**src/rtl/sertx_pkg.sv**
```systemverilog
`timescale 1ns/1ps
package sertx_pkg;

    typedef struct packed {
        logic eight_bit;
        logic parity_en;
        logic parity_odd;
        logic two_stop;
    } frame_cfg_t;

endpackage

```
**src/rtl/sertx_fifo.sv**
```systemverilog
`timescale 1ns/1ps
module sertx_fifo #(
    parameter int DEPTH = 32,
    parameter int DW    = 8,
    localparam int AW   = $clog2(DEPTH),
    localparam int CW   = $clog2(DEPTH + 1)
) (
    input  logic          clk,
    input  logic          rst_n,
    input  logic          push,
    input  logic [DW-1:0] push_data,
    input  logic          pop,
    output logic [DW-1:0] pop_data,
    output logic [CW-1:0] count,
    output logic          full,
    output logic          empty
);

    typedef struct packed {
        logic [AW-1:0] wptr;
        logic [AW-1:0] rptr;
        logic [CW-1:0] cnt;
    } fifo_st_t;

    fifo_st_t st_d, st_q;
    logic [DW-1:0] mem_q [DEPTH];
    logic push_ok, pop_ok;

    function automatic logic [AW-1:0] wrap_inc(input logic [AW-1:0] p);
        return (p == AW'(DEPTH - 1)) ? '0 : p + 1'b1;
    endfunction

    always_comb begin
        st_d    = st_q;
        push_ok = push && (st_q.cnt != CW'(DEPTH));
        pop_ok  = pop && (st_q.cnt != '0);
        if (push_ok) st_d.wptr = wrap_inc(st_q.wptr);
        if (pop_ok)  st_d.rptr = wrap_inc(st_q.rptr);
        case ({push_ok, pop_ok})
            2'b10:   st_d.cnt = st_q.cnt + 1'b1;
            2'b01:   st_d.cnt = st_q.cnt - 1'b1;
            default: st_d.cnt = st_q.cnt;
        endcase
    end

    always_ff @(posedge clk or negedge rst_n) begin
        if (!rst_n) st_q <= '0;
        else        st_q <= st_d;
    end

    always_ff @(posedge clk) begin
        if (push_ok) mem_q[st_q.wptr] <= push_data;
    end

    assign pop_data = mem_q[st_q.rptr];
    assign count    = st_q.cnt;
    assign full     = (st_q.cnt == CW'(DEPTH));
    assign empty    = (st_q.cnt == '0);

endmodule

```
**src/rtl/sertx_shifter.sv**
```systemverilog
`timescale 1ns/1ps
module sertx_shifter
    import sertx_pkg::*;
#(
    parameter int DW    = 8,
    parameter int TICKS = 16,
    localparam int FW   = DW + 4,
    localparam int TCW  = $clog2(TICKS),
    localparam int BCW  = $clog2(FW + 1)
) (
    input  logic          clk,
    input  logic          rst_n,
    input  logic          tick,
    input  logic          start,
    input  logic [DW-1:0] data,
    input  frame_cfg_t    cfg,
    output logic          busy,
    output logic          line
);

    typedef struct packed {
        logic           busy;
        logic [FW-1:0]  sh;
        logic [BCW-1:0] left;
        logic [TCW-1:0] tcnt;
    } shf_st_t;

    localparam shf_st_t SHF_RST = '{busy: 1'b0, sh: '1, left: '0, tcnt: '0};

    shf_st_t st_d, st_q;

    always_comb begin
        logic [FW-1:0] frame;
        logic          par;
        int            nd;
        int            len;
        st_d  = st_q;
        nd    = cfg.eight_bit ? DW : DW - 1;
        frame = '1;
        frame[0] = 1'b0;
        par   = cfg.parity_odd;
        for (int i = 0; i < DW; i++) begin
            if (i < nd) begin
                frame[i + 1] = data[i];
                par = par ^ data[i];
            end
        end
        if (cfg.parity_en) frame[nd + 1] = par;
        len = 1 + nd + (cfg.parity_en ? 1 : 0) + (cfg.two_stop ? 2 : 1);

        if (!st_q.busy) begin
            if (start) begin
                st_d.busy = 1'b1;
                st_d.sh   = frame;
                st_d.left = BCW'(len);
                st_d.tcnt = '0;
            end
        end else if (tick) begin
            if (st_q.tcnt == TCW'(TICKS - 1)) begin
                st_d.tcnt = '0;
                st_d.sh   = {1'b1, st_q.sh[FW-1:1]};
                st_d.left = st_q.left - 1'b1;
                if (st_q.left == BCW'(1)) st_d.busy = 1'b0;
            end else begin
                st_d.tcnt = st_q.tcnt + 1'b1;
            end
        end
    end

    always_ff @(posedge clk or negedge rst_n) begin
        if (!rst_n) st_q <= SHF_RST;
        else        st_q <= st_d;
    end

    assign busy = st_q.busy;
    assign line = st_q.busy ? st_q.sh[0] : 1'b1;

endmodule

```
**src/rtl/sertx_handshake.sv**
```systemverilog
`timescale 1ns/1ps
module sertx_handshake (
    input  logic clk,
    input  logic rst_n,
    input  logic pin,
    input  logic clr,
    output logic level,
    output logic delta
);

    typedef struct packed {
        logic s1;
        logic s2;
        logic s3;
        logic flag;
    } hs_st_t;

    localparam hs_st_t HS_RST = '{s1: 1'b1, s2: 1'b1, s3: 1'b1, flag: 1'b0};

    hs_st_t st_d, st_q;

    always_comb begin
        st_d    = st_q;
        st_d.s1 = pin;
        st_d.s2 = st_q.s1;
        st_d.s3 = st_q.s2;
        if (st_q.s2 != st_q.s3) st_d.flag = 1'b1;
        else if (clr)           st_d.flag = 1'b0;
    end

    always_ff @(posedge clk or negedge rst_n) begin
        if (!rst_n) st_q <= HS_RST;
        else        st_q <= st_d;
    end

    assign level = st_q.s2;
    assign delta = st_q.flag;

endmodule

```
**src/rtl/sertx_core.sv**
```systemverilog
`timescale 1ns/1ps
module sertx_core
    import sertx_pkg::*;
#(
    parameter int DEPTH = 32,
    parameter int DW    = 8,
    parameter int TICKS = 16,
    localparam int CW   = $clog2(DEPTH + 1)
) (
    input  logic          clk,
    input  logic          rst_n,
    input  logic          tick16,
    input  logic          wr_en,
    input  logic [DW-1:0] wr_data,
    input  logic          cfg_tx_en,
    input  logic          cfg_eight_bit,
    input  logic          cfg_parity_en,
    input  logic          cfg_parity_odd,
    input  logic          cfg_two_stop,
    input  logic          cfg_break,
    input  logic          cfg_flow_en,
    input  logic          cfg_flow_ignore,
    input  logic          cfg_loopback,
    input  logic [CW-1:0] trig_level,
    input  logic          cts_in,
    input  logic          cts_clr,
    output logic          txd,
    output logic          loop_rxd,
    output logic          fifo_full,
    output logic          fifo_empty,
    output logic          tx_ready,
    output logic          tx_done,
    output logic          cts_level,
    output logic          cts_delta
);

    frame_cfg_t    fcfg;
    logic [DW-1:0] head_data;
    logic [CW-1:0] fill;
    logic          sh_busy;
    logic          sh_line;
    logic          gate_ok;
    logic          start_w;
    logic          serial;

    assign fcfg = '{eight_bit: cfg_eight_bit, parity_en: cfg_parity_en,
                    parity_odd: cfg_parity_odd, two_stop: cfg_two_stop};

    sertx_fifo #(.DEPTH(DEPTH), .DW(DW)) u_fifo (
        .clk       (clk),
        .rst_n     (rst_n),
        .push      (wr_en),
        .push_data (wr_data),
        .pop       (start_w),
        .pop_data  (head_data),
        .count     (fill),
        .full      (fifo_full),
        .empty     (fifo_empty)
    );

    sertx_handshake u_hs (
        .clk   (clk),
        .rst_n (rst_n),
        .pin   (cts_in),
        .clr   (cts_clr),
        .level (cts_level),
        .delta (cts_delta)
    );

    assign gate_ok = !cfg_flow_en || cfg_flow_ignore || cts_level;
    assign start_w = !sh_busy && !fifo_empty && cfg_tx_en && gate_ok;

    sertx_shifter #(.DW(DW), .TICKS(TICKS)) u_shf (
        .clk   (clk),
        .rst_n (rst_n),
        .tick  (tick16),
        .start (start_w),
        .data  (head_data),
        .cfg   (fcfg),
        .busy  (sh_busy),
        .line  (sh_line)
    );

    assign serial   = cfg_break ? 1'b0 : sh_line;
    assign txd      = cfg_loopback ? 1'b1 : serial;
    assign loop_rxd = cfg_loopback ? serial : 1'b1;
    assign tx_ready = (fill < trig_level);
    assign tx_done  = fifo_empty && !sh_busy;

endmodule

```
**config.mk**
```make
export PLATFORM = sky130hd
export DESIGN_NAME = sertx_core
export DESIGN_NICKNAME = d
export VERILOG_FILES = /design/src/rtl/sertx_pkg.sv /design/src/rtl/sertx_fifo.sv /design/src/rtl/sertx_shifter.sv /design/src/rtl/sertx_handshake.sv /design/src/rtl/sertx_core.sv
export SDC_FILE = /design/constraint.sdc
export NUM_CORES = 1
export LEC_CHECK = 0
export CAP_MARGIN = 0
export CORE_MARGIN = 2
export CORE_UTILIZATION = 60
export DETAILED_ROUTE_END_ITERATION = 12
export MAX_ROUTING_LAYER = met4
export PLACE_DENSITY = 0.86
export SETUP_SLACK_MARGIN = 0.02
export SLEW_MARGIN = 25
export SYNTH_ARGS = -nofsm -noshare
export SYNTH_HDL_FRONTEND = slang
export SYNTH_SLANG_ARGS = --single-unit
```
**constraint.sdc**
```tcl
create_clock -name clk -period 4.2 [get_ports clk]
set_input_delay 1.05 -clock clk [delete_from_list [all_inputs] [get_ports clk]]
set_output_delay 1.05 -clock clk [all_outputs]
set_load 0.03 [all_outputs]
```
==> metrics.csv, run 1 <==
stage;metric;value;unit
sta;hold_viol_final;0;
clock_tree;postCtsSetupRepairBufs;0;
worst_setup_path;reg2reg_depth;9;
cells_and_area;final_common_cell;edfxtp_1;
placement;gp_congestion;0.8378;
placement;dp.cells;960;
floorplanning;die_h;146.8;um
global_route;grt_overflow;0;
worst_setup_path;path_class;input port to primary output;
sta;max_freq;262.9;MHz
power;p_sw_frac;0.2918;
worst_hold_path;min_path_type;register to register;
power;clkPwrFrac;0.295;
clock_tree;root_buffer;clkbuf_16;
yosys;synth_area;12230;sq um
clock_tree;cts-resized-gates;0;
clock_tree;clock-sinks;297;
clock_tree;cts.reportedPaths.clkPinSlew;0.06;ns
clock_tree;clk_path_buf_depth;3;
run;maxCapViolations;0;
worst_hold_path;holdPathEnd;u_hs.level;
yosys;synth_top_family_by_area;multiplexers;
sta;worst_clock_skew;0.01441;ns
placement;place.port_buffers;36;
yosys;synth_top_area_frac;0.6285;
power;switchingPower;2.591;mW
global_route;grt_pass1_wl;41030;um
clock_tree;clk_latency;0.54;ns
cells_and_area;syn2layout_area_growth;13.23;%
worst_setup_path;cp-start-kind;input port;
yosys;synth_fa_ha_area_frac;0.02476;
yosys;synth_area_leaders;edfxtp_1 63%, mux4_2 12%, dfrtp_1 5.3%, dfstp_2 3.2%, ha_1 2.1%;
placement;placed_area;12930;sq um
yosys;yosys.area_share.simple;0.05402;
routing;wl_per_cell;26.39;um
sta;rsz0062_at_grt;no;
routing;drt-initial-drc-count;726;
worst_setup_path;r2r_end;u_shf.st_q[17];
yosys;synthXorXnorAreaFrac;0.01187;
floorplanning;start_util;0.6084;
worst_setup_path;critPathMaxFanout;1;
sta;worst_slack;0.3968;ns
clock_tree;cts_tree;yes;
routing;dr.pass1.iters;5;
power;p_per_area;641.2;nW/um^2
power;vdd_ir_drop_max;0.3586;mV
run_status;status;finished, final reports clean;
routing;viasPerCell;6.507;
yosys;synth_seq_cells;297;
cells_and_area;drive_gt1_frac;0.2167;
power;p_total;8.879;mW
cells_and_area;layout_common_cells;256 x edfxtp_1, 65 x mux4_2, 44 x nor2_1, 44 x nand2_1, 29 x clkbuf_16;
routing;route.vias.total;6592;
worst_setup_path;arrival;2.75;ns
floorplanning;core;20100;sq um
cells_and_area;n_antenna_cell;0;
sta;setup_viol;0;
global_route;grt_max_degree;48;
routing;ant_nets;0;
yosys;synthCells;667;
clock_tree;numCtsBuffers;29;
worst_setup_path;regToRegSetupSlack;0.54;ns
global_route;groute.usage.overall;0.2628;
yosys;synthMuxAreaShare;0.1459;
cells_and_area;fin_area;13850;sq um
power;power.leakage;4.723;nW
sta;fin_crit;3.803;ns
sta;min_period_over_period;0.9055;
cells_and_area;fill_cells;1147;
worst_setup_path;setup.worst_path.end_class;primary output;
sta;relSlewSlack;0.3424;
worst_hold_path;hold_depth;0;
global_route;grt_pass1_vias;6652;
yosys;synth_compound_area_frac;0.03182;
worst_setup_path;r2r-start;u_fifo.st_q[6];
yosys;ys_seq_area_frac;0.7140;
sta;tightestPinTransition;0.9863;ns
yosys;synth_edf_count;256;
power;intPower;6.289;mW
sta;drv_slew;0;
yosys;yosys_warnings;0;
yosys;syn_nets;719;
routing;drc;0;
cells_and_area;ff_latch_area;8741;sq um
cells_and_area;multi_input_area;3282;sq um
worst_setup_path;cp_cell_sequence;clkdlybuf4s50_1, inv_1, ha_1, a21o_1, a21oi_1, nor2b_1, o21ai_0, nand2b_1, a21oi_1, buf_4;
worst_setup_path;cp_common_cell;a21oi_1;
yosys;yosysTopAreaCell;edfxtp_1;
placement;dp_slack;0.2988;ns
cells_and_area;fin_cells;1013;
yosys;avgSynthCellArea;18.34;sq um
worst_hold_path;min_from;u_hs.st_d[2];
cells_and_area;fin_util;0.6888;
floorplanning;fp.dieArea;21540;sq um
cells_and_area;nets;773;
worst_setup_path;cp-startpoint;trig_level[1];
sta;hold_slack;0.3436;ns
yosys;synth_ff_type;edfxtp_1;
routing;route.final.wire_length;26740;um
power;power_frac_comb;0.265;
worst_setup_path;cp_slowest_cell;clkdlybuf4s50_1;
worst_setup_path;cp.required;3.15;ns
floorplanning;boundaryPins;37;
worst_setup_path;cpPeakStageDelay;0.47;ns
power;seqPwrFrac;0.441;
global_route;antenna_found_initial;0;
yosys;synth_cell_type_count;44;
sta;fin_setup_tns;0;ns
clock_tree;cts_hold_buf;0;
yosys;synthArstFlopShare;0.1380;
clock_tree;htreeDepth;1;
placement;dp_hpwl;16340;um
floorplanning;rows;52;
floorplanning;die_w;146.8;um
==> sequential cells by signal, indices dropped and copies added (netlist names) <==
signal and flops:
u_shf.busy 1, u_fifo.count 6, u_hs.st_q 1, u_fifo.mem_q 256, u_fifo.st_q 10, u_hs.level 1
u_shf.st_q 20, u_hs.st_d 1, u_hs.delta 1
==> critical path, delay by kind of cell <==
family,cells,cell delay [ns]
buf+inv,3,0.69
fa+ha+maj,1,0.28
simple gates,2,0.13
compound gates,4,0.61
==> logic make-up (layout without fill, tap and decap cells) <==
family	count (synthesis)	count (layout)
DFF	297	297
and+or+nand+nor	139	139
muxes	82	82
AOI/OAI and AO/OA	64	64
buffers and inverters	47	123
adders and majority gates	23	23
xor gates and xnor gates	15	15
==> Yosys cell counts (all sizes together) (2+ instances only) <==
| library cell | number |
|---|---|
| nor3 | 4 |
| nand2 | 44 |
| nand3b | 7 |
| dfrtp | 26 |
| or3b | 5 |
| or4 | 3 |
| o21bai | 2 |
| nor2b | 2 |
| ha | 21 |
| buf | 11 |
| a21o | 3 |
| dfstp | 15 |
| o31ai | 2 |
| a22oi | 7 |
| clkbuf | 19 |
| or3 | 4 |
| or2 | 2 |
| inv | 17 |
| nand3 | 12 |
| xnor2 | 10 |
| fa | 2 |
| o22ai | 12 |
| nor3b | 2 |
| o21ai | 25 |
| mux2 | 3 |
| a21oi | 9 |
| and3 | 3 |
| a221o | 2 |
| nor2 | 44 |
| mux2i | 5 |
| nor4 | 3 |
| xor2 | 4 |
| edfxtp | 256 |
| nand2b | 2 |
| mux4 | 74 |
==> worst max path at each step <==
stage                     slack, ns               to
after detailed placement       0.30  u_fifo.count[5]
after floorplan                0.34  u_fifo.count[5]
after CTS                      0.38         tx_ready
after global routing           0.19         tx_ready
after global placement         0.40  u_fifo.count[5]
final                          0.40         tx_ready
==> cell type report <==
type / instances / area share
inverter: 17 / 0.004608
multi-input combinational: 323 / 0.2370
clock buffer: 35 / 0.05403
sequential: 297 / 0.6312
timing repair buffer: 53 / 0.03361
clock inverter: 18 / 0.01518
tap: 270 / 0.02439
==> metal layers <==
layer,share of wire,GRT usage,routed length (um),vias to the layer above
met5,0,-,0,-
met4,0.039,0.09563,1035,0
met3,0.097,0.04627,2597,77
met2,0.50,0.4150,13350,425
met1,0.36,0.3522,9753,3327
li1,-,-,-,2763
==> power by group through the flow <==
stage	Sequential [mW]	Combinational (mW)	Clock, mW
4_1_cts	3.91	2.36	2.64
2_1_floorplan	3.70	1.83	0
6_report	3.91	2.35	2.62
5_1_grt	3.95	2.52	2.75
3_3_place_gp	3.92	2.18	0
3_5_place_dp	3.95	2.30	0
(Power assumes the default switching activity.)
==> run 2: changes to the inputs <==
--- a/config.mk
+++ b/config.mk
@@ -6,13 +6,14 @@
 export NUM_CORES = 1
 export LEC_CHECK = 0
 export CAP_MARGIN = 0
+export CORE_ASPECT_RATIO = 1.75
 export CORE_MARGIN = 2
 export CORE_UTILIZATION = 60
+export CTS_CLUSTER_DIAMETER = 200
 export DETAILED_ROUTE_END_ITERATION = 12
 export MAX_ROUTING_LAYER = met4
 export PLACE_DENSITY = 0.86
 export SETUP_SLACK_MARGIN = 0.02
-export SLEW_MARGIN = 25
 export SYNTH_ARGS = -nofsm -noshare
 export SYNTH_HDL_FRONTEND = slang
 export SYNTH_SLANG_ARGS = --single-unit
==> metrics.csv, run 2 (synthesized netlist as in run 1, its figures left out) <==
stage;metric;value;unit;change
routing;dr.pass1.iters;5;;unchanged
cells_and_area;largestRegisters;u_fifo.mem_q: 256 flops, u_shf.st_q: 20 flops, u_fifo.st_q: 10 flops;;
worst_setup_path;cp.required;4.64;ns;+1.49 ns
sta;fin_setup_tns;0;ns;unchanged
cells_and_area;drive_gt1_frac;0.2144;;-0.002306
global_route;antenna_found_initial;0;;unchanged
cells_and_area;fin_util;0.6861;;-0.002688
sta;tightestPinTransition;1.245;ns;+0.2582 ns
worst_setup_path;cpPeakStageDelay;0.99;ns;+0.52 ns
worst_hold_path;min_path_type;register to register;;
floorplanning;die_h;192.9;um;+31%
worst_setup_path;cp_slowest_cell;dfrtp_1;;
worst_setup_path;crit_cells;9;;-1
clock_tree;cts_hold_buf;0;;unchanged
power;vdd_ir_drop_max;0.4309;mV;+20%
placement;dp_hpwl;16960;um;+3.8%
sta;rsz0062_at_grt;no;;
sta;max_freq;264.9;MHz;+0.76%
placement;gp_congestion;0.8553;;+2.1%
global_route;grt_pass1_vias;6963;;+4.7%
power;intPower;6.156;mW;-2.1%
routing;drt-initial-drc-count;706;;-2.8%
cells_and_area;largest_reg_flops;256;;unchanged
placement;placed_area;12910;sq um;-0.11%
clock_tree;cts_tree;yes;;
cells_and_area;nets;771;;-0.26%
worst_setup_path;setup.worst_path.end_class;register;;
power;power.leakage;4.686;nW;-0.79%
sta;worst_slack;0.4254;ns;+0.02857 ns
floorplanning;fp.dieArea;21590;sq um;+0.20%
worst_setup_path;reg2reg_depth;9;;unchanged
power;p_sw_frac;0.2955;;+0.003750
clock_tree;htreeDepth;1;;unchanged
floorplanning;rows;69;;+33%
cells_and_area;layout_common_cells;256 x edfxtp_1, 65 x mux4_2, 44 x nor2_1, 44 x nand2_1, 34 x clkdlybuf4s50_1;;
worst_setup_path;crit_buf_inv;1;;-2
worst_setup_path;regToRegSetupSlack;0.43;ns;-0.11 ns
global_route;groute.usage.overall;0.2567;;-0.006082
clock_tree;clk_path_buf_depth;3;;unchanged
floorplanning;start_util;0.6080;;about the same
sta;fin_crit;3.775;ns;-0.02857 ns
routing;wl_per_cell;26.41;um;about the same
floorplanning;die_w;111.9;um;-24%
floorplanning;boundaryPins;37;;unchanged
routing;drc;0;;unchanged
worst_setup_path;critical_path.top_delay_family;simple AND/OR/NAND/NOR gates;;
sta;relSlewSlack;0.1677;;-0.1747
cells_and_area;fin_area;13800;sq um;-0.33%
floorplanning;core;20120;sq um;about the same
cells_and_area;final_common_cell;edfxtp_1;;
clock_tree;numCtsBuffers;25;;-14%
clock_tree;root_buffer;clkbuf_16;;
cells_and_area;regMostFlops;u_fifo.mem_q;;
cells_and_area;syn2layout_area_growth;12.85;%;
clock_tree;cts.reportedPaths.clkPinSlew;0.07;ns;about the same
clock_tree;cts-resized-gates;0;;unchanged
clock_tree;postCtsSetupRepairBufs;0;;unchanged
power;switchingPower;2.582;mW;-0.33%
power;seqPwrFrac;0.447;;+0.006
worst_setup_path;cp_cell_sequence;buf_12, nand3b_1, o22ai_1, or2_2, nor3_1, xnor3_1, xnor2_1, or4_1, o211a_1;;
global_route;grt_overflow;0;;unchanged
placement;dp_slack;0.3244;ns;+0.02561 ns
clock_tree;clk_latency;0.53;ns;about the same
global_route;grt_pass1_wl;40100;um;-2.3%
power;p_per_area;633.1;nW/um^2;-1.3%
worst_setup_path;cp-start-kind;register;;
run_status;status;finished, final reports clean;;
cells_and_area;fill_cells;1182;;+3.1%
power;power_frac_comb;0.271;;+0.006
worst_setup_path;arrival;4.22;ns;+1.47 ns
sta;worst_clock_skew;0.02380;ns;+0.009396 ns
power;clkPwrFrac;0.282;;-0.013
routing;viasPerCell;6.626;;+1.8%
sta;hold_slack;0.3574;ns;+0.01384 ns
sta;hold_viol_final;0;;unchanged
routing;route.final.wire_length;26020;um;-2.7%
clock_tree;clock-sinks;297;;unchanged
sta;setup_viol;0;;unchanged
routing;route.vias.total;6527;;-0.99%
cells_and_area;n_antenna_cell;0;;unchanged
global_route;grt_max_degree;42;;-13%
worst_hold_path;hold_depth;0;;unchanged
sta;min_period_over_period;0.8987;;-0.006803
routing;ant_nets;0;;unchanged
worst_setup_path;path_class;register to register;;
run;maxCapViolations;0;;unchanged
sta;drv_slew;0;;unchanged
placement;place.port_buffers;36;;unchanged
worst_setup_path;critPathMaxFanout;21;;+20
## run 2: worst register-to-register path, delay by kind of cell, from the launching register on
family | cells | cell delay, ns
flip-flops | 1 | 0.99
AO/OA/AOI/OAI | 2 | 0.29
XOR/XNOR | 2 | 0.60
AND/OR/NAND/NOR | 4 | 1.55
buffers and inverters | 1 | 0.27
## run 2: worst paths after layout
kind,from,end
worst max-delay path,u_fifo.st_q[8],u_shf.st_q[17]
worst min-delay path,u_hs.st_d[2],u_hs.level
worst max register to register,u_fifo.st_q[8],u_shf.st_q[17]
worst min register to register,u_hs.st_d[2],u_hs.level
max in group asynchronous,rst_n,u_fifo.st_q[6]
min in group asynchronous,rst_n,u_fifo.count[0]
## run 2: cell type report
type	instances	area [sq um]	share of cell area
Clock buffer	25	625.6	0.04533
Sequential cell	297	8737	0.6330
Tap cell	248	310.3	0.02248
Clock inverter	20	262.8	0.01904
Timing Repair Buffer	55	520.5	0.03771
Multi-Input combinational cell	323	3282	0.2378
Inverter	17	63.81	0.004623
## run 2: power by group through the flow
stage	clock network (mW)	registers, mW	logic (mW)
6_report	2.47	3.90	2.37
4_1_cts	2.50	3.90	2.37
5_1_grt	2.60	3.94	2.51
2_1_floorplan	0	3.70	1.83
3_5_place_dp	0	3.96	2.35
3_3_place_gp	0	3.92	2.23
## run 2: through the flow
| step | power [mW] | instances |
|---|---|---|
| 2_1_floorplan | 5.536 | 667 |
| 3_3_place_gp | 6.159 | 940 |
| 3_5_place_dp | 6.305 | 940 |
| 4_1_cts | 8.763 | 985 |
| 5_1_grt | 9.046 | 985 |
| 6_report | 8.738 | 985 |
## run 2: layer usage
layer | up-vias | part of all wire | track usage
li1 | 2759 | - | -
met1 | 3304 | 0.34 | 0.2952
met5 | - | 0 | -
met2 | 362 | 0.54 | 0.4494
met3 | 102 | 0.065 | 0.03235
met4 | 0 | 0.048 | 0.1230
==> run 3: changes to the inputs <==
==> constraint.sdc (replaced) <==
create_clock -name clk -period 3.5 [get_ports clk]
set_input_delay 0.875 -clock clk [delete_from_list [all_inputs] [get_ports clk]]
set_output_delay 0.875 -clock clk [all_outputs]
set_load 0.03 [all_outputs]
==> metrics.csv, run 3 (synthesized netlist as in run 1, its figures left out) <==
stage;metric;value;unit;change
power;power.leakage;4.915;nW;+4.9%
clock_tree;htreeDepth;1;;unchanged
global_route;antenna_found_initial;0;;unchanged
routing;drt-initial-drc-count;687;;-2.7%
floorplanning;boundaryPins;37;;unchanged
clock_tree;cts.reportedPaths.clkPinSlew;0.06;ns;about the same
sta;tightestPinTransition;0.9759;ns;-0.2686 ns
global_route;grt_overflow;0;;unchanged
floorplanning;core;20120;sq um;unchanged
cells_and_area;final_common_cell;edfxtp_1;;
sta;worst_clock_skew;0.01770;ns;-0.006099 ns
clock_tree;clk_path_buf_depth;3;;unchanged
routing;drt-met1-wl;9536;um;+6.7%
clock_tree;clock-sinks;297;;unchanged
worst_setup_path;critPathMaxFanout;1;;-95%
worst_setup_path;r2r_end;u_shf.st_q[17];;
placement;dp_slack;-0.1979;ns;-0.5224 ns
cells_and_area;ff_latch_area;8738;sq um;about the same
clock_tree;numCtsBuffers;25;;unchanged
cells_and_area;nets;812;;+5.3%
placement;dp_hpwl;17700;um;+4.3%
power;p_per_area;737.7;nW/um^2;+17%
run_status;status;finished, final reports clean;;
cells_and_area;drive_gt1_frac;0.2484;;+0.03401
routing;wl_per_cell;27.06;um;+2.4%
routing;route.vias.total;6784;;+3.9%
sta;min_period_over_period;0.9714;;
routing;drc;0;;unchanged
clock_tree;root_buffer;clkbuf_16;;
sta;relSlewSlack;0.3494;;+0.1817
cells_and_area;multi_input_area;3308;sq um;+0.80%
global_route;grt_pass1_vias;7022;;+0.85%
global_route;grt_pass1_wl;42340;um;+5.6%
sta;worst_slack;0.1000;ns;-0.3254 ns
cells_and_area;largest_reg_flops;256;;unchanged
global_route;groute.usage.overall;0.2720;;+0.01533
routing;dr.max_layer_used;met4;;
sta;rsz0062_at_grt;yes;;
placement;gp_congestion;0.8567;;+0.16%
routing;route.final.wire_length;27730;um;+6.6%
cells_and_area;fill_cells;1158;;-2.0%
worst_setup_path;regToRegSetupSlack;0.16;ns;-0.27 ns
worst_setup_path;reg2reg_depth;9;;unchanged
placement;dp.cells;981;;+4.4%
cells_and_area;largestRegisters;u_fifo.mem_q: 256 flops, u_shf.st_q: 20 flops, u_fifo.st_q: 10 flops;;
worst_setup_path;cp-start-kind;input port;;
worst_hold_path;holdPathEnd;u_hs.level;;
routing;dr_wl_met3;1701;um;unchanged
worst_hold_path;hold_depth;0;;unchanged
routing;ant_nets;0;;unchanged
sta;setup_viol;0;;unchanged
run;maxCapViolations;0;;unchanged
routing;viasPerCell;6.619;;-0.12%
worst_hold_path;min_from;u_hs.st_d[2];;
cells_and_area;syn2layout_area_growth;15.18;%;
cells_and_area;fin_util;0.7003;;+0.01418
worst_setup_path;path_class;input port to primary output;;
floorplanning;die_h;192.9;um;unchanged
sta;fin_crit;3.400;ns;
cells_and_area;layout_common_cells;256 x edfxtp_1, 65 x mux4_2, 57 x buf_4;;
floorplanning;die_w;111.9;um;unchanged
routing;dr.pass1.iters;6;;+1
worst_setup_path;cp.required;2.62;ns;-2.02 ns
cells_and_area;n_antenna_cell;0;;unchanged
placement;place.port_buffers;36;;unchanged
power;vdd_ir_drop_max;0.6205;mV;+44%
routing;met2_length;15100;um;+7.0%
floorplanning;fp.dieArea;21590;sq um;unchanged
global_route;grt_max_degree;42;;unchanged
cells_and_area;fin_cells;1025;;+4.1%
worst_setup_path;setup.worst_path.end_class;primary output;;
sta;max_freq;294.1;MHz;
clock_tree;cts_tree;yes;;
sta;drv_slew;0;;unchanged
floorplanning;start_util;0.6080;;unchanged
sta;hold_viol_final;0;;unchanged
floorplanning;rows;69;;unchanged
worst_hold_path;min_path_type;register to register;;
clock_tree;clk_latency;0.52;ns;about the same
clock_tree;postCtsSetupRepairBufs;0;;unchanged
cells_and_area;regMostFlops;u_fifo.mem_q;;
worst_setup_path;arrival;2.52;ns;-1.70 ns
worst_setup_path;cp-startpoint;trig_level[1];;
worst_setup_path;r2r-start;u_fifo.st_q[6];;
==> run 3: area by class of cell <==
cell class / count / share of cell area
Multi-Input combinational cell: 323 / 0.2348
Inverter: 17 / 0.004530
Clock buffer: 32 / 0.04627
Tap cell: 248 / 0.02203
Clock inverter: 12 / 0.01110
Sequential cell: 297 / 0.6203
Timing Repair Buffer: 96 / 0.06093
==> run 3: how the worst max path moves through the flow <==
stage	cells after the start	slack, ns	endpoint
after floorplan	14	0.06	u_fifo.count[5]
after CTS	10	0.03	u_shf.st_q[17]
after global placement	13	-0.14	u_fifo.count[5]
final	10	0.10	tx_ready
after detailed placement	13	-0.20	u_fifo.count[5]
after global routing	14	0.02	u_fifo.count[5]
==> run 3: stage by stage <==
step                power (mW)  setup TNS, ns  area, sq um  hold WS, ns
global route             10.77              0        14090       0.3597
floorplan                6.651              0        12250       0.3452
CTS                      10.41              0        14070       0.3564
detailed placement       7.608        -0.2993        13270       0.3503
global placement         7.451        -0.1445        13270       0.3482
finish                   10.39              0        14090       0.3555
==> run 3: critical path, stage by stage <==
cell,delay [ns]
clkdlybuf4s50_1,0.45
inv_1,0.04
ha_1,0.28
a21o_1,0.18
a21oi_2,0.14
nor2b_1,0.06
o21ai_1,0.12
nand2b_1,0.07
a21oi_1,0.14
buf_4,0.17
==> run 3: per-layer routing <==
| layer | vias to the layer above | track usage |
|---|---|---|
| met3 | 103 | 0.02795 |
| met4 | 0 | 0.1235 |
| met2 | 412 | 0.4853 |
| li1 | 2839 | - |
| met1 | 3430 | 0.3118 |
| met5 | - | - |
==> run 3: repair_timing <==
item	in CTS	in global routing
setup endpoints to repair	0	5
hold buffers	0	0
resized for setup	0	6
==> run 3: power by group <==
part,internal (mW),switching (mW)
sequential,4.23,0.344
combinational,1.53,1.50
clock,1.61,1.18
total,7.37,3.02
